File: src/rtl/ide_pio_pkg.sv
package ide_pio_pkg;
  localparam int TCNT_W = 4;

  typedef enum logic [2:0] {
    ST_IDLE,
    ST_SETUP,
    ST_ACTIVE,
    ST_WAIT,
    ST_RECOV
  } cyc_state_e;

  typedef struct packed {
    logic [TCNT_W-1:0] setup;
    logic [TCNT_W-1:0] active;
    logic [TCNT_W-1:0] recov;
    logic              iordy_en;
    logic              post_en;
  } timing_t;

  typedef struct packed {
    logic       hit;
    logic       ctl;
    logic [2:0] da;
  } decode_t;
endpackage

File: src/rtl/ide_port_decode.sv
module ide_port_decode
  import ide_pio_pkg::*;
#(
  parameter int              ADDR_W  = 10,
  parameter logic [ADDR_W-1:0] PRI_CMD = 10'h1F0,
  parameter logic [ADDR_W-1:0] PRI_CTL = 10'h3F6,
  parameter logic [ADDR_W-1:0] SEC_CMD = 10'h170,
  parameter logic [ADDR_W-1:0] SEC_CTL = 10'h376
) (
  input  logic              en_i,
  input  logic              sec_i,
  input  logic [ADDR_W-1:0] addr_i,
  output decode_t           dec_o
);
  logic [ADDR_W-1:0] cmd_base, ctl_port;
  logic              cmd_hit, ctl_hit;

  assign cmd_base = sec_i ? SEC_CMD : PRI_CMD;
  assign ctl_port = sec_i ? SEC_CTL : PRI_CTL;
  assign cmd_hit  = (addr_i[ADDR_W-1:3] == cmd_base[ADDR_W-1:3]);
  assign ctl_hit  = (addr_i == ctl_port);

  always_comb begin
    dec_o.hit = en_i && (cmd_hit || ctl_hit);
    dec_o.ctl = ctl_hit && !cmd_hit;
    dec_o.da  = dec_o.ctl ? 3'd6 : addr_i[2:0];
  end
endmodule

File: src/rtl/ide_timing_sel.sv
module ide_timing_sel
  import ide_pio_pkg::*;
#(
  parameter int NUM_DRV       = 2,
  parameter int COMPAT_SETUP  = 3,
  parameter int COMPAT_ACTIVE = 9,
  parameter int COMPAT_RECOV  = 8,
  parameter int FAST_SETUP    = 1,
  localparam int DRV_W        = (NUM_DRV > 1) ? $clog2(NUM_DRV) : 1
) (
  input  logic [15:0]      cfg_i,
  input  logic [DRV_W-1:0] drive_i,
  output timing_t          tm_o
);
  logic [3:0] nib [NUM_DRV];
  logic [3:0] sel;

  for (genvar g = 0; g < NUM_DRV; g++) begin : g_nib
    assign nib[g] = cfg_i[4*g +: 4];
  end

  assign sel = nib[drive_i];

  always_comb begin
    if (sel[0]) begin
      tm_o.setup  = TCNT_W'(FAST_SETUP);
      tm_o.active = TCNT_W'(cfg_i[13:12]) + TCNT_W'(2);
      tm_o.recov  = TCNT_W'(cfg_i[9:8]) + TCNT_W'(1);
    end else begin
      tm_o.setup  = TCNT_W'(COMPAT_SETUP);
      tm_o.active = TCNT_W'(COMPAT_ACTIVE);
      tm_o.recov  = TCNT_W'(COMPAT_RECOV);
    end
    tm_o.iordy_en = sel[1];
    tm_o.post_en  = sel[2];
  end
endmodule

File: src/rtl/ide_cycle_fsm.sv
module ide_cycle_fsm
  import ide_pio_pkg::*;
#(
  parameter int DATA_W   = 16,
  parameter int TMO_CLKS = 256,
  localparam int WCNT_W  = $clog2(TMO_CLKS + 1)
) (
  input  logic              clk_i,
  input  logic              rst_ni,
  input  logic              start_i,
  input  decode_t           dec_i,
  input  timing_t           tm_i,
  input  logic              write_i,
  input  logic              post_i,
  input  logic [DATA_W-1:0] wdata_i,
  output logic              ready_o,
  output logic              done_o,
  output logic [DATA_W-1:0] rdata_o,
  output logic              err_o,
  output logic              cs0_no,
  output logic              cs1_no,
  output logic [2:0]        da_o,
  output logic              dior_no,
  output logic              diow_no,
  output logic [DATA_W-1:0] dd_o,
  output logic              dd_oe_o,
  input  logic [DATA_W-1:0] dd_i,
  input  logic              iordy_i
);
  cyc_state_e        state_q;
  logic [TCNT_W-1:0] cnt_q;
  logic [WCNT_W-1:0] wcnt_q;
  timing_t           tm_q;
  logic              wr_q, ctl_q, post_q, done_q, err_q;
  logic [2:0]        da_q;
  logic [DATA_W-1:0] wdata_q, rdata_q;
  logic              wcnt_hit, strobe_end, tmo, in_cs, in_strobe;

  assign wcnt_hit = (wcnt_q == WCNT_W'(TMO_CLKS));
  assign tmo      = (state_q == ST_WAIT) && !iordy_i && wcnt_hit;

  always_comb begin
    strobe_end = 1'b0;
    if (state_q == ST_ACTIVE && cnt_q == '0)
      strobe_end = !(tm_q.iordy_en && !iordy_i);
    else if (state_q == ST_WAIT)
      strobe_end = iordy_i || wcnt_hit;
  end

  always_ff @(posedge clk_i or negedge rst_ni) begin
    if (!rst_ni) begin
      state_q <= ST_IDLE;
      cnt_q   <= '0;
      wcnt_q  <= '0;
      tm_q    <= '0;
      wr_q    <= 1'b0;
      ctl_q   <= 1'b0;
      post_q  <= 1'b0;
      da_q    <= '0;
      wdata_q <= '0;
      rdata_q <= '0;
      done_q  <= 1'b0;
      err_q   <= 1'b0;
    end else begin
      done_q <= 1'b0;
      if (tmo) err_q <= 1'b1;
      if (strobe_end) begin
        state_q <= ST_RECOV;
        cnt_q   <= tm_q.recov - 1'b1;
        if (!post_q) begin
          done_q  <= 1'b1;
          rdata_q <= wr_q ? '0 : dd_i;
        end
      end else begin
        unique case (state_q)
          ST_IDLE: begin
            if (start_i) begin
              if (!dec_i.hit) begin
                done_q  <= 1'b1;
                rdata_q <= '0;
              end else begin
                state_q <= ST_SETUP;
                cnt_q   <= tm_i.setup - 1'b1;
                tm_q    <= tm_i;
                wr_q    <= write_i;
                ctl_q   <= dec_i.ctl;
                da_q    <= dec_i.da;
                wdata_q <= wdata_i;
                post_q  <= post_i;
                done_q  <= post_i;
              end
            end
          end
          ST_SETUP: begin
            if (cnt_q == '0) begin
              state_q <= ST_ACTIVE;
              cnt_q   <= tm_q.active - 1'b1;
            end else begin
              cnt_q <= cnt_q - 1'b1;
            end
          end
          ST_ACTIVE: begin
            if (cnt_q == '0) begin
              state_q <= ST_WAIT;
              wcnt_q  <= WCNT_W'(1);
            end else begin
              cnt_q <= cnt_q - 1'b1;
            end
          end
          ST_WAIT: wcnt_q <= wcnt_q + 1'b1;
          ST_RECOV: begin
            if (cnt_q == '0) state_q <= ST_IDLE;
            else             cnt_q   <= cnt_q - 1'b1;
          end
          default: state_q <= ST_IDLE;
        endcase
      end
    end
  end

  assign in_cs     = (state_q == ST_SETUP) || (state_q == ST_ACTIVE) || (state_q == ST_WAIT);
  assign in_strobe = (state_q == ST_ACTIVE) || (state_q == ST_WAIT);

  assign ready_o = (state_q == ST_IDLE);
  assign done_o  = done_q;
  assign rdata_o = rdata_q;
  assign err_o   = err_q;
  assign cs0_no  = !(in_cs && !ctl_q);
  assign cs1_no  = !(in_cs && ctl_q);
  assign da_o    = da_q;
  assign dior_no = !(in_strobe && !wr_q);
  assign diow_no = !(in_strobe && wr_q);
  assign dd_o    = wdata_q;
  assign dd_oe_o = in_cs && wr_q;

  a_r4_strobe_in_cs: assert property (@(posedge clk_i) disable iff (!rst_ni)
    (!dior_no || !diow_no) |-> (!cs0_no || !cs1_no));
  a_r5_min_strobe: assert property (@(posedge clk_i) disable iff (!rst_ni)
    $fell(dior_no && diow_no) |=> !(dior_no && diow_no));
  a_r6_min_recovery: assert property (@(posedge clk_i) disable iff (!rst_ni)
    $rose(dior_no && diow_no) |=> (dior_no && diow_no));
  a_r7_err_sticky: assert property (@(posedge clk_i) disable iff (!rst_ni)
    err_o |=> err_o);
  a_r9_oe_not_read: assert property (@(posedge clk_i) disable iff (!rst_ni)
    dd_oe_o |-> dior_no);
endmodule

File: src/rtl/ide_pio_timer.sv
module ide_pio_timer
  import ide_pio_pkg::*;
#(
  parameter int ADDR_W        = 10,
  parameter int DATA_W        = 16,
  parameter int NUM_DRV       = 2,
  parameter int COMPAT_SETUP  = 3,
  parameter int COMPAT_ACTIVE = 9,
  parameter int COMPAT_RECOV  = 8,
  parameter int FAST_SETUP    = 1,
  parameter int TMO_CLKS      = 256,
  localparam int DRV_W        = (NUM_DRV > 1) ? $clog2(NUM_DRV) : 1
) (
  input  logic              clk_i,
  input  logic              rst_ni,
  input  logic [15:0]       cfg_i,
  input  logic              req_valid_i,
  output logic              req_ready_o,
  input  logic              req_write_i,
  input  logic [ADDR_W-1:0] req_addr_i,
  input  logic [DATA_W-1:0] req_wdata_i,
  output logic              done_o,
  output logic [DATA_W-1:0] rdata_o,
  output logic              err_o,
  output logic              ide_cs0_no,
  output logic              ide_cs1_no,
  output logic [2:0]        ide_da_o,
  output logic              ide_dior_no,
  output logic              ide_diow_no,
  output logic [DATA_W-1:0] ide_dd_o,
  output logic              ide_dd_oe_o,
  input  logic [DATA_W-1:0] ide_dd_i,
  input  logic              ide_iordy_i
);
  decode_t          dec;
  timing_t          tm;
  logic [DRV_W-1:0] drive_q;
  logic             start, post, drv_wr;

  ide_port_decode #(.ADDR_W(ADDR_W)) u_dec (
    .en_i  (cfg_i[15]),
    .sec_i (cfg_i[14]),
    .addr_i(req_addr_i),
    .dec_o (dec)
  );

  ide_timing_sel #(
    .NUM_DRV      (NUM_DRV),
    .COMPAT_SETUP (COMPAT_SETUP),
    .COMPAT_ACTIVE(COMPAT_ACTIVE),
    .COMPAT_RECOV (COMPAT_RECOV),
    .FAST_SETUP   (FAST_SETUP)
  ) u_tsel (
    .cfg_i  (cfg_i),
    .drive_i(drive_q),
    .tm_o   (tm)
  );

  assign start  = req_valid_i && req_ready_o;
  assign post   = tm.post_en && req_write_i && dec.hit && !dec.ctl && (dec.da == 3'd0);
  assign drv_wr = start && req_write_i && dec.hit && !dec.ctl && (dec.da == 3'd6);

  // drive/head register shadow: bit 4 of the written byte picks the drive
  always_ff @(posedge clk_i or negedge rst_ni) begin
    if (!rst_ni)     drive_q <= '0;
    else if (drv_wr) drive_q <= DRV_W'(req_wdata_i[4]);
  end

  ide_cycle_fsm #(.DATA_W(DATA_W), .TMO_CLKS(TMO_CLKS)) u_fsm (
    .clk_i  (clk_i),
    .rst_ni (rst_ni),
    .start_i(start),
    .dec_i  (dec),
    .tm_i   (tm),
    .write_i(req_write_i),
    .post_i (post),
    .wdata_i(req_wdata_i),
    .ready_o(req_ready_o),
    .done_o (done_o),
    .rdata_o(rdata_o),
    .err_o  (err_o),
    .cs0_no (ide_cs0_no),
    .cs1_no (ide_cs1_no),
    .da_o   (ide_da_o),
    .dior_no(ide_dior_no),
    .diow_no(ide_diow_no),
    .dd_o   (ide_dd_o),
    .dd_oe_o(ide_dd_oe_o),
    .dd_i   (ide_dd_i),
    .iordy_i(ide_iordy_i)
  );

  a_r1_disabled_idle: assert property (@(posedge clk_i) disable iff (!rst_ni)
    (start && !cfg_i[15]) |=> (ide_cs0_no && ide_cs1_no && req_ready_o));
endmodule

File: config.mk
export PLATFORM = sky130hd
export DESIGN_NAME = ide_pio_timer
export DESIGN_NICKNAME = d
export VERILOG_FILES = /design/src/rtl/ide_pio_pkg.sv /design/src/rtl/ide_port_decode.sv /design/src/rtl/ide_timing_sel.sv /design/src/rtl/ide_cycle_fsm.sv /design/src/rtl/ide_pio_timer.sv
export SDC_FILE = /design/constraint.sdc
export NUM_CORES = 1
export LEC_CHECK = 0
export BUFFER_PORTS_ARGS = -buffer_cell sky130_fd_sc_hd__buf_2
export CAP_MARGIN = 25
export CORE_ASPECT_RATIO = 0.5
export CORE_MARGIN = 4
export CORE_UTILIZATION = 30
export CTS_BUF_LIST = sky130_fd_sc_hd__clkbuf_16
export CTS_CLUSTER_SIZE = 25
export DETAILED_ROUTE_END_ITERATION = 16
export HOLD_SLACK_MARGIN = 0.03
export PLACE_DENSITY_LB_ADDON = 0.1
export SKIP_CTS_REPAIR_TIMING = 1
export SLEW_MARGIN = 25
export SYNTH_ARGS = -nofsm -noshare
export SYNTH_HDL_FRONTEND = slang
export SYNTH_HIERARCHICAL = 1
export SYNTH_SLANG_ARGS = --single-unit
File: constraint.sdc
create_clock -name clk_i -period 2.2 [get_ports clk_i]
set_input_delay 0.11 -clock clk_i [delete_from_list [all_inputs] [get_ports clk_i]]
set_output_delay 0.11 -clock clk_i [all_outputs]
set_load 0.01 [all_outputs]
[After elaboration in Yosys (flattened, before gate mapping)]
Cells that the tools add are included.
Word-level totals
  register bits after elaboration: 66
  output and inout bits: 43
Cells by class
  multiplexer cells: 35
  add/subtract/negate cells: 7
  equal/unequal tests: 18
  bitwise logic cells: 2
  magnitude comparators: 1
  reduce and logical (&&, ||, !) cells: 48
Operators with widths (count)
  16-bit 2-to-1 mux: 6
  3-bit 2-to-1 mux: 10
  1-bit logical AND: 20
  4-bit 2-to-1 mux: 5
  9-bit case mux with 2 select lines: 1
  8-bit 2-to-1 mux: 2
  3-bit case mux with 5 select lines: 1
  3-bit by 1-bit != test with 1-bit output (second input constant): 4
  4-bit case mux with 3 select lines: 1
  4-bit AND reduction: 3
  4-bit by 1-bit subtractor with 4-bit output (second input constant): 3
  10-bit == test: 1
  1-bit zero test: 10
  10-bit 2-to-1 mux: 1
  9-bit by 1-bit adder with 9-bit output (second input constant): 1
  9-bit == test (second input constant): 1
  9-bit 2-to-1 mux: 1
  7-bit == test: 1
  1-bit 2-to-1 mux: 7
  3-bit by 2-bit == test with 1-bit output (second input constant): 2
  3-bit == test (second input constant): 2
  3-bit zero test: 2
  3-bit by 2-bit != test with 1-bit output (second input constant): 2
  6-bit AND reduction: 1
  other kinds (15): 23

[Longest topological paths before layout]
Gate-level depths: netlist of the first run.
  depth in word-level cells: 12
  depth in mapped cells: 8

[By module]
Netlist of the first run, hierarchy kept.
Modules (own cells, without submodules)
  ide_cycle_fsm: sequential area each 1626.6 µm², area each 3316.9 µm², times used 1, cells each 309
  ide_timing_sel: sequential area each 0.0 µm², area each 126.4 µm², times used 1, cells each 17
  ide_pio_timer: sequential area each 25.0 µm², area each 72.6 µm², times used 1, cells each 7
  ide_port_decode: sequential area each 0.0 µm², area each 66.3 µm², times used 1, cells each 11

[Worst setup path after synthesis of the first run]
OpenSTA, ideal clock, no wires.
  kind: register -> register
  from: reg u_fsm.state_q[0]
  to: reg u_fsm.ctl_q
  path buffers: 2
  arrival: 1.937 ns
  period minus slack after synthesis: 2.062 ns
  library setup time: 0.125 ns
  stages on the path, launching flop included: 7
  setup slack: 0.138 ns
  cells stage by stage: dfrtp_1 buf_2 nor3_1 and2_1 nand3_1 buf_1 mux2_2
RTL lines
  start, declared: RTL line ide_cycle_fsm.sv:30  | cyc_state_e state_q;
  start signal, assigned: RTL line ide_cycle_fsm.sv:52  | state_q <= ST_IDLE;
  start signal, assigned: RTL line ide_cycle_fsm.sv:68  | state_q <= ST_RECOV;
  start signal, assigned: RTL line ide_cycle_fsm.sv:82  | state_q <= ST_SETUP;
  3-bit zero test: RTL line ide_cycle_fsm.sv:124  | assign ready_o = (state_q == ST_IDLE);
  via req_ready_o: RTL line ide_pio_timer.sv:18  | output logic req_ready_o,
  1-bit logical AND: RTL line ide_pio_timer.sv:59  | assign start = req_valid_i && req_ready_o;
  via start: RTL line ide_pio_timer.sv:38  | logic start, post, drv_wr;
  4-bit AND reduction (no line)
  end signal, assigned: RTL line ide_cycle_fsm.sv:86  | ctl_q <= dec_i.ctl;
  end, declared: RTL line ide_cycle_fsm.sv:34  | logic wr_q, ctl_q, post_q, done_q, err_q;
The timed path passes the listed nets, and every way through them passes these cells.
A chain may end at the register's enable or synchronous reset.

[Final worst setup path of the first run]
  from: reg u_fsm.cnt_q[1]
  to: reg u_fsm.cnt_q[0]
On the way
  cells in the longest elaborated chain, start to end: 5
RTL lines
  start, declared: RTL line ide_cycle_fsm.sv:31  | logic [TCNT_W-1:0] cnt_q;
  start signal, assigned: RTL line ide_cycle_fsm.sv:69  | cnt_q <= tm_q.recov - 1'b1;
  start signal, assigned: RTL line ide_cycle_fsm.sv:83  | cnt_q <= tm_i.setup - 1'b1;
  start signal, assigned: RTL line ide_cycle_fsm.sv:97  | cnt_q <= tm_q.active - 1'b1;
  4-bit zero test (*)
  1-bit logical AND: RTL line ide_cycle_fsm.sv:44  | if (state_q == ST_ACTIVE && cnt_q == '0)
  1-bit 2-to-1 mux: RTL line ide_cycle_fsm.sv:44
  3-bit by 2-bit != test with 1-bit output (no line), or another cell as far along
  4-bit AND reduction (no line)
Mark *: on every way between the ends. The rest lies on a longest branch, timed or not.

==> results of run 1 <==
==> power groups by stage <==
| stage | Clock [mW] | Sequential, mW | Combinational [mW] |
|---|---|---|---|
| 5_1_grt | 1.64 | 1.71 | 2.32 |
| 2_1_floorplan | 0 | 1.72 | 1.26 |
| 4_1_cts | 1.59 | 1.66 | 2.04 |
| 3_3_place_gp | 0 | 1.69 | 2.04 |
| 6_report | 1.54 | 1.67 | 2.07 |
| 3_5_place_dp | 0 | 1.68 | 2.03 |
==> routing by layer <==
metal  wire length (microns)  track usage (%)
met5                       0                0
met4                      97             3.65
met3                     503             4.51
met2                    4180             20.6
met1                    4270             17.6
==> cell usage after synthesis (all sizes together), types with 3 or more instances <==
| master | instances |
|---|---|
| inv | 32 |
| nor2b | 8 |
| xnor2 | 7 |
| nor2 | 16 |
| xor2 | 5 |
| a21oi | 8 |
| nand2 | 12 |
| mux2 | 34 |
| buf | 16 |
| or3 | 3 |
| mux2i | 3 |
| o31ai | 5 |
| o21ai | 30 |
| nor3 | 9 |
| dfrtp | 66 |
| o22ai | 4 |
| ha | 7 |
| a211oi | 6 |
| nor4 | 3 |
| clkbuf | 5 |
| nand3 | 25 |
==> sequential cells by signal, indices dropped and copies added (netlist names), 3 cells and up <==
name,cells
u_fsm/tm_q,9
u_fsm/wcnt_q,9
u_fsm/cnt_q,4
u_fsm/dd_o,16
u_fsm/rdata_o,16
u_fsm/da_o,3
u_fsm/state_q,3
==> stage by stage <==
| step | hold WS, ns | area, sq um | worst slack, ns | instances |
|---|---|---|---|---|
| final | 0.00616 | 4920 | 0.129 | 641 |
| after global placement | 0.194 | 4360 | 0.0840 | 602 |
| after CTS | -0.165 | 4680 | 0.0610 | 618 |
| after global routing | 0.0313 | 4920 | 0.0114 | 641 |
| after detailed placement | 0.197 | 4360 | 0.0699 | 602 |
| after floorplan | -0.186 | 3590 | 0.138 | 345 |
==> placed cells by master, fill, tap and decap left out, types with 2 or more instances in the layout <==
master / count
a2111oi_1: 2
a211o_1: 2
a211oi_1: 4
a211oi_2: 2
a21oi_1: 6
a21oi_2: 2
and2_1: 2
buf_12: 3
buf_2: 101
buf_4: 15
bufinv_16: 2
clkbuf_16: 9
clkinvlp_4: 3
conb_1: 3
dfrtp_1: 66
dlygate4sd3_1: 23
ha_1: 7
inv_1: 33
mux2_2: 33
mux2i_1: 2
nand2_1: 12
nand2b_1: 2
nand3_1: 25
nor2_1: 14
nor2b_1: 8
nor3_1: 7
nor4_1: 2
o21ai_0: 14
o21ai_1: 15
o22ai_1: 4
o31ai_1: 5
or2_1: 2
or3_1: 3
xnor2_1: 7
xor2_1: 5
==> tightest hold or removal path, cell delays in order <==
cell and delay, ns:
buf_2 0.07, nand3_1 0.05, o21ai_1 0.07
==> path summary, 6_finish.rpt <==
path | end | slack [ns] | cells past startpoint
hold / removal | u_fsm/rdata_o[6]$_DFFE_PN0P_ | 0.006 | 3
hold reg to reg | u_fsm/err_o$_DFFE_PN0P_ | 0.47 | 2
setup reg to reg | u_fsm/cnt_q[0]$_DFFE_PN0P_ | 0.13 | 8
min in group asynchronous | u_fsm/dd_o[7]$_DFFE_PN0P_ | 0.35 | 2
setup / recovery | u_fsm/cnt_q[0]$_DFFE_PN0P_ | 0.13 | 8
max in group asynchronous | u_fsm/wcnt_q[4]$_DFFE_PN0P_ | 1.20 | 3
==> cells by family after synthesis <==
kind of cell	synth area share (%)
and+or+nand+nor	16.0
AOI/OAI and AO/OA	14.1
DFF	46.1
buffers and inverters	6.53
muxes	11.6
xor gates and xnor gates	2.93
adders and majority gates	2.44
other	0.210
==> final cells by class <==
cell class	instances	area, sq um
clock buffers	9	225
repair buffers	142	908
flip-flops and latches	66	1650
inverters	32	120
well taps	159	199
clock inverters	7	95.1
multi-input cells	226	1720
fillers	1110	6400
==> flow_metrics.tcl, run 1 <==
set metrics [dict create \
    die_w_microns 163 \
    worstSetupStartpointType "register" \
    grt_pass1_wl_mm 14.7 \
    antenna_found_initial 0 \
    die_area_sq_um 13900 \
    seq_power_share_pct 31.6 \
    htreeDepth 3 \
    synth_seq_area_share_pct 46.1 \
    min_path_type "input pin to register" \
    areaGrowthSynthToFinish_pct 37.4 \
    start_util_pct 31.7 \
    cpPeakStageDelay_ns 0.43 \
    critPathKind "register to register" \
    synth_cells 344 \
    crit_family "compound AO/OA/AOI/OAI gates" \
    drt-initial-drc-count 144 \
    p_total_mw 5.27 \
    drc_errors 0 \
    yosysUniqueCellTypes 68 \
    arrival_ns 2.28 \
    ys_ff_latch 66 \
    vias 2936 \
    powerDensity_nw_per_um2 1070 \
    p_sw_mw 1.90 \
    path_max_fanout 5 \
    rows 27 \
    nNetsFinal 547 \
    yosysTopAreaCellShare_pct 46.1 \
    vdd_drop_max_mv 0.405 \
    port-buffer-count 101 \
    grt_max_degree 39 \
    cts_tree "yes" \
    reg2reg_from "u_fsm/cnt_q[1]$_DFFE_PN0P_" \
    synth_area_leader_cell "dfrtp_1" \
    core_sq_um 11300 \
    worstHoldStart "ide_dd_i[6]" \
    critPathSlowestCell "or3b_4" \
    cts_num_sinks 66 \
    critical_path.startpoint "u_fsm/cnt_q[1]$_DFFE_PN0P_" \
    worst_pin_slew_ns 0.666 \
    synth_edf_count 0 \
    drt_pre_antenna_iters 4 \
    drv_slew 0 \
    finalHoldViolCount 0 \
    crit_chain "inv_1 -> ha_1 -> or3b_4 -> buf_4 -> a21oi_1 -> o32ai_1 -> a211oi_1 -> o31ai_1" \
    grt_usage_pct 13.2 \
    finalSetupViolCount 0 \
    fin_crit_sh_pct 94.2 \
    status "complete, no violations" \
    clk_path_buf_depth 2 \
    n_antenna_cell 0 \
    cts_made_buffers 9 \
    path_clk_slew_ns 0.06 \
    p_clk_share_pct 29.1 \
    async_flop_share_pct 100 \
    drive_gt1_share_pct 39.2 \
    p_int_mw 3.37 \
    max_freq_mhz 483 \
    fin_setup_tns_ns 0 \
    syn_avg_cell_area_sq_um 10.4 \
    via_per_inst 4.58 \
    fin_skew_ns 0.00935 \
    cp.buffers_inverters 2 \
    grt_pass1_vias 2883 \
    cp.required_ns 2.41 \
    overflow 0 \
    hpwl_mm 6.54 \
    rsz0062_at_grt "false" \
    cts-root-buf "clkbuf_16" \
    pin_count 106 \
    cap_violations 0 \
    utilization_pct 43.5 \
    p_leak_nw 2.41 \
    syn_area_sq_um 3580 \
    timing.final.crit_period_ns 2.07 \
    ys_top_cells_by_area "dfrtp_1, mux2_2, nand3_1" \
    combPwrFrac_pct 39.3 \
    wl_per_cell_microns 14.1 \
    slew_headroom_pct 55.6 \
    yosysWarningCount 6 \
    ys.flop_type "dfrtp_1" \
    clkLatencyLatePin_ns 0.33 \
    fp.dieH_microns 85.3 \
    gp_congestion 0.773 \
    ant_nets 0 \
    switching_share_pct 36.0 \
    crit_path_end_kind "register" \
    wl_mm 9.05 \
]
Power figures use the tool's default switching activity.
==> run 2: changes to the inputs <==
--- a/config.mk
+++ b/config.mk
@@ -15,6 +15,7 @@
 export DETAILED_ROUTE_END_ITERATION = 16
 export HOLD_SLACK_MARGIN = 0.03
 export PLACE_DENSITY_LB_ADDON = 0.1
+export REMOVE_ABC_BUFFERS = 1
 export SKIP_CTS_REPAIR_TIMING = 1
 export SLEW_MARGIN = 25
 export SYNTH_ARGS = -nofsm -noshare
==> run 2 against run 1 <==
  * Total power up 1.7%
  * Flip-flop and latch count unchanged
  * Hold slack better by 0.0031 ns
  * Clock power about the same
  * Die area unchanged
  * Combinational power up 3%
  * Sequential share of layout area down 0.24 points
  * First-iteration DRC count down 21%
  * Wire length up 5.2%
  * Worst setup slack better by 0.056 ns
  * Sequential power about the same
  * Non-clock buffer count up 5
  * Largest power group unchanged
==> flow_metrics.tcl, run 2 (same netlist as run 1, synthesis figures left out) <==
set metrics [dict create \
    utilization_pct 43.8 \
    path_max_fanout 4 \
    drt-initial-drc-count 114 \
    timing.hold.ws_ns 0.00927 \
    areaGrowthSynthToFinish_pct 38.4 \
    htreeDepth 3 \
    reg2reg_from "u_fsm/cnt_q[0]$_DFFE_PN0P_" \
    drv_slew 0 \
    cts-root-buf "clkbuf_16" \
    path_clk_slew_ns 0.06 \
    fp.dieH_microns 85.3 \
    min_path_type "input pin to register" \
    powerDensity_nw_per_um2 1080 \
    crit_chain "inv_1 -> ha_1 -> or3b_4 -> a21oi_1 -> o32ai_1 -> a211oi_1 -> o31ai_1" \
    n_antenna_cell 0 \
    pin_count 106 \
    drt_pre_antenna_iters 4 \
    worstSetupStartpointType "register" \
    vdd_drop_max_mv 0.434 \
    die_w_microns 163 \
    final_common_cell "buf_2" \
    core_sq_um 11300 \
    cpPeakStageDelay_ns 0.45 \
    cap_violations 0 \
    start_util_pct 31.7 \
    gp_congestion 0.749 \
    clkLatencyLatePin_ns 0.33 \
    finalSetupViolCount 0 \
    rows 27 \
    port-buffer-count 101 \
    arrival_ns 2.22 \
    cts_tree "yes" \
    cts_made_buffers 9 \
    cp.buffers_inverters 1 \
    cp.required_ns 2.40 \
    grt_pass1_vias 3021 \
    hold_end "u_fsm/rdata_o[0]$_DFFE_PN0P_" \
    antenna_found_initial 0 \
    wl_per_cell_microns 14.8 \
    grt_usage_pct 14.3 \
    critPathSlowestCell "or3b_4" \
    finalHoldViolCount 0 \
    stdcell_count 645 \
    nNetsFinal 552 \
    worstHoldStart "ide_dd_i[0]" \
    hold_path_depth 3 \
    fillCellCount 1114 \
    r2r_setup_slack_ns 0.18 \
    grt_pass1_wl_mm 15.8 \
    crit_path_end_kind "register" \
    clk_path_buf_depth 2 \
    worstReg2RegEnd "u_fsm/cnt_q[0]$_DFFE_PN0P_" \
    p_total_mw 5.36 \
    fin_setup_tns_ns 0 \
    via_per_inst 4.62 \
    place.detailed.instances 608 \
    crit_family "compound AO/OA/AOI/OAI gates" \
    overflow 0 \
    p_leak_nw 2.43 \
    slew_headroom_pct 51.5 \
    drive_gt1_share_pct 39.9 \
    max_freq_mhz 496 \
    cts_num_sinks 66 \
    drc_errors 0 \
    rsz0062_at_grt "false" \
    status "complete, no violations" \
    worst_pin_slew_ns 0.727 \
    vias 2978 \
    r2r_cells 7 \
    fin_skew_ns 0.00731 \
    final_cell_mix "buf_2, dfrtp_1, mux2_2" \
    die_area_sq_um 13900 \
    critPathKind "register to register" \
    grt_max_degree 37 \
    timing.final.crit_period_ns 2.02 \
    ant_nets 0 \
    wl_mm 9.52 \
    fin_crit_sh_pct 91.6 \
    hpwl_mm 7.05 \
]
[run 2: area by class of cell]
cell class / instances / area, sq um / area share [%]
Sequential cell: 66 / 1650 / 33.3
Tap cell: 159 / 199 / 4.01
Multi-Input combinational cell: 226 / 1730 / 34.8
Clock buffer: 9 / 225 / 4.54
Timing Repair Buffer: 147 / 943 / 19.0
Inverter: 32 / 120 / 2.42
Clock inverter: 6 / 91.3 / 1.84
[run 2: worst min-delay path, stage by stage]
cell     delay [ns]
buf_2          0.07
nand3_1        0.05
o21ai_0        0.07
[run 2: how the worst max path moves through the flow]
stage | endpoint | depth (start not counted) | from | slack (ns)
2_1_floorplan | u_fsm/ctl_q$_DFFE_PN0P_ | 4 | u_fsm/state_q[0]$_DFFE_PN0P_ | -0.51
6_report | u_fsm/cnt_q[0]$_DFFE_PN0P_ | 7 | u_fsm/cnt_q[0]$_DFFE_PN0P_ | 0.18
5_1_grt | u_fsm/cnt_q[3]$_DFFE_PN0P_ | 7 | u_fsm/wcnt_q[0]$_DFFE_PN0P_ | 0.02
4_1_cts | u_fsm/wcnt_q[5]$_DFFE_PN0P_ | 7 | u_fsm/cnt_q[0]$_DFFE_PN0P_ | 0.12
3_3_place_gp | u_fsm/wcnt_q[5]$_DFFE_PN0P_ | 7 | u_fsm/cnt_q[0]$_DFFE_PN0P_ | 0.15
3_5_place_dp | u_fsm/wcnt_q[5]$_DFFE_PN0P_ | 7 | u_fsm/cnt_q[0]$_DFFE_PN0P_ | 0.14
[run 2: layer usage]
metal / track usage (%) / routed length [microns] / share of wire (%)
met1: 19.1 / 4590 / 48
met2: 22.5 / 4400 / 46
met3: 4.42 / 433 / 4.5
met4: 4.34 / 99 / 1.0
met5: 0 / 0 / 0
[run 2: report_power, final]
group | internal (mW) | total [mW] | switching [mW]
registers | 1.47 | 1.69 | 0.215
clock network | 0.989 | 1.54 | 0.552
logic | 0.953 | 2.13 | 1.18
[run 2: through the flow]
step / cell area (sq um) / worst slack [ns]
3_3_place_gp: 4410 / 0.149
2_1_floorplan: 3470 / -0.507
4_1_cts: 4720 / 0.117
3_5_place_dp: 4410 / 0.144
6_report: 4960 / 0.185
5_1_grt: 4960 / 0.0221
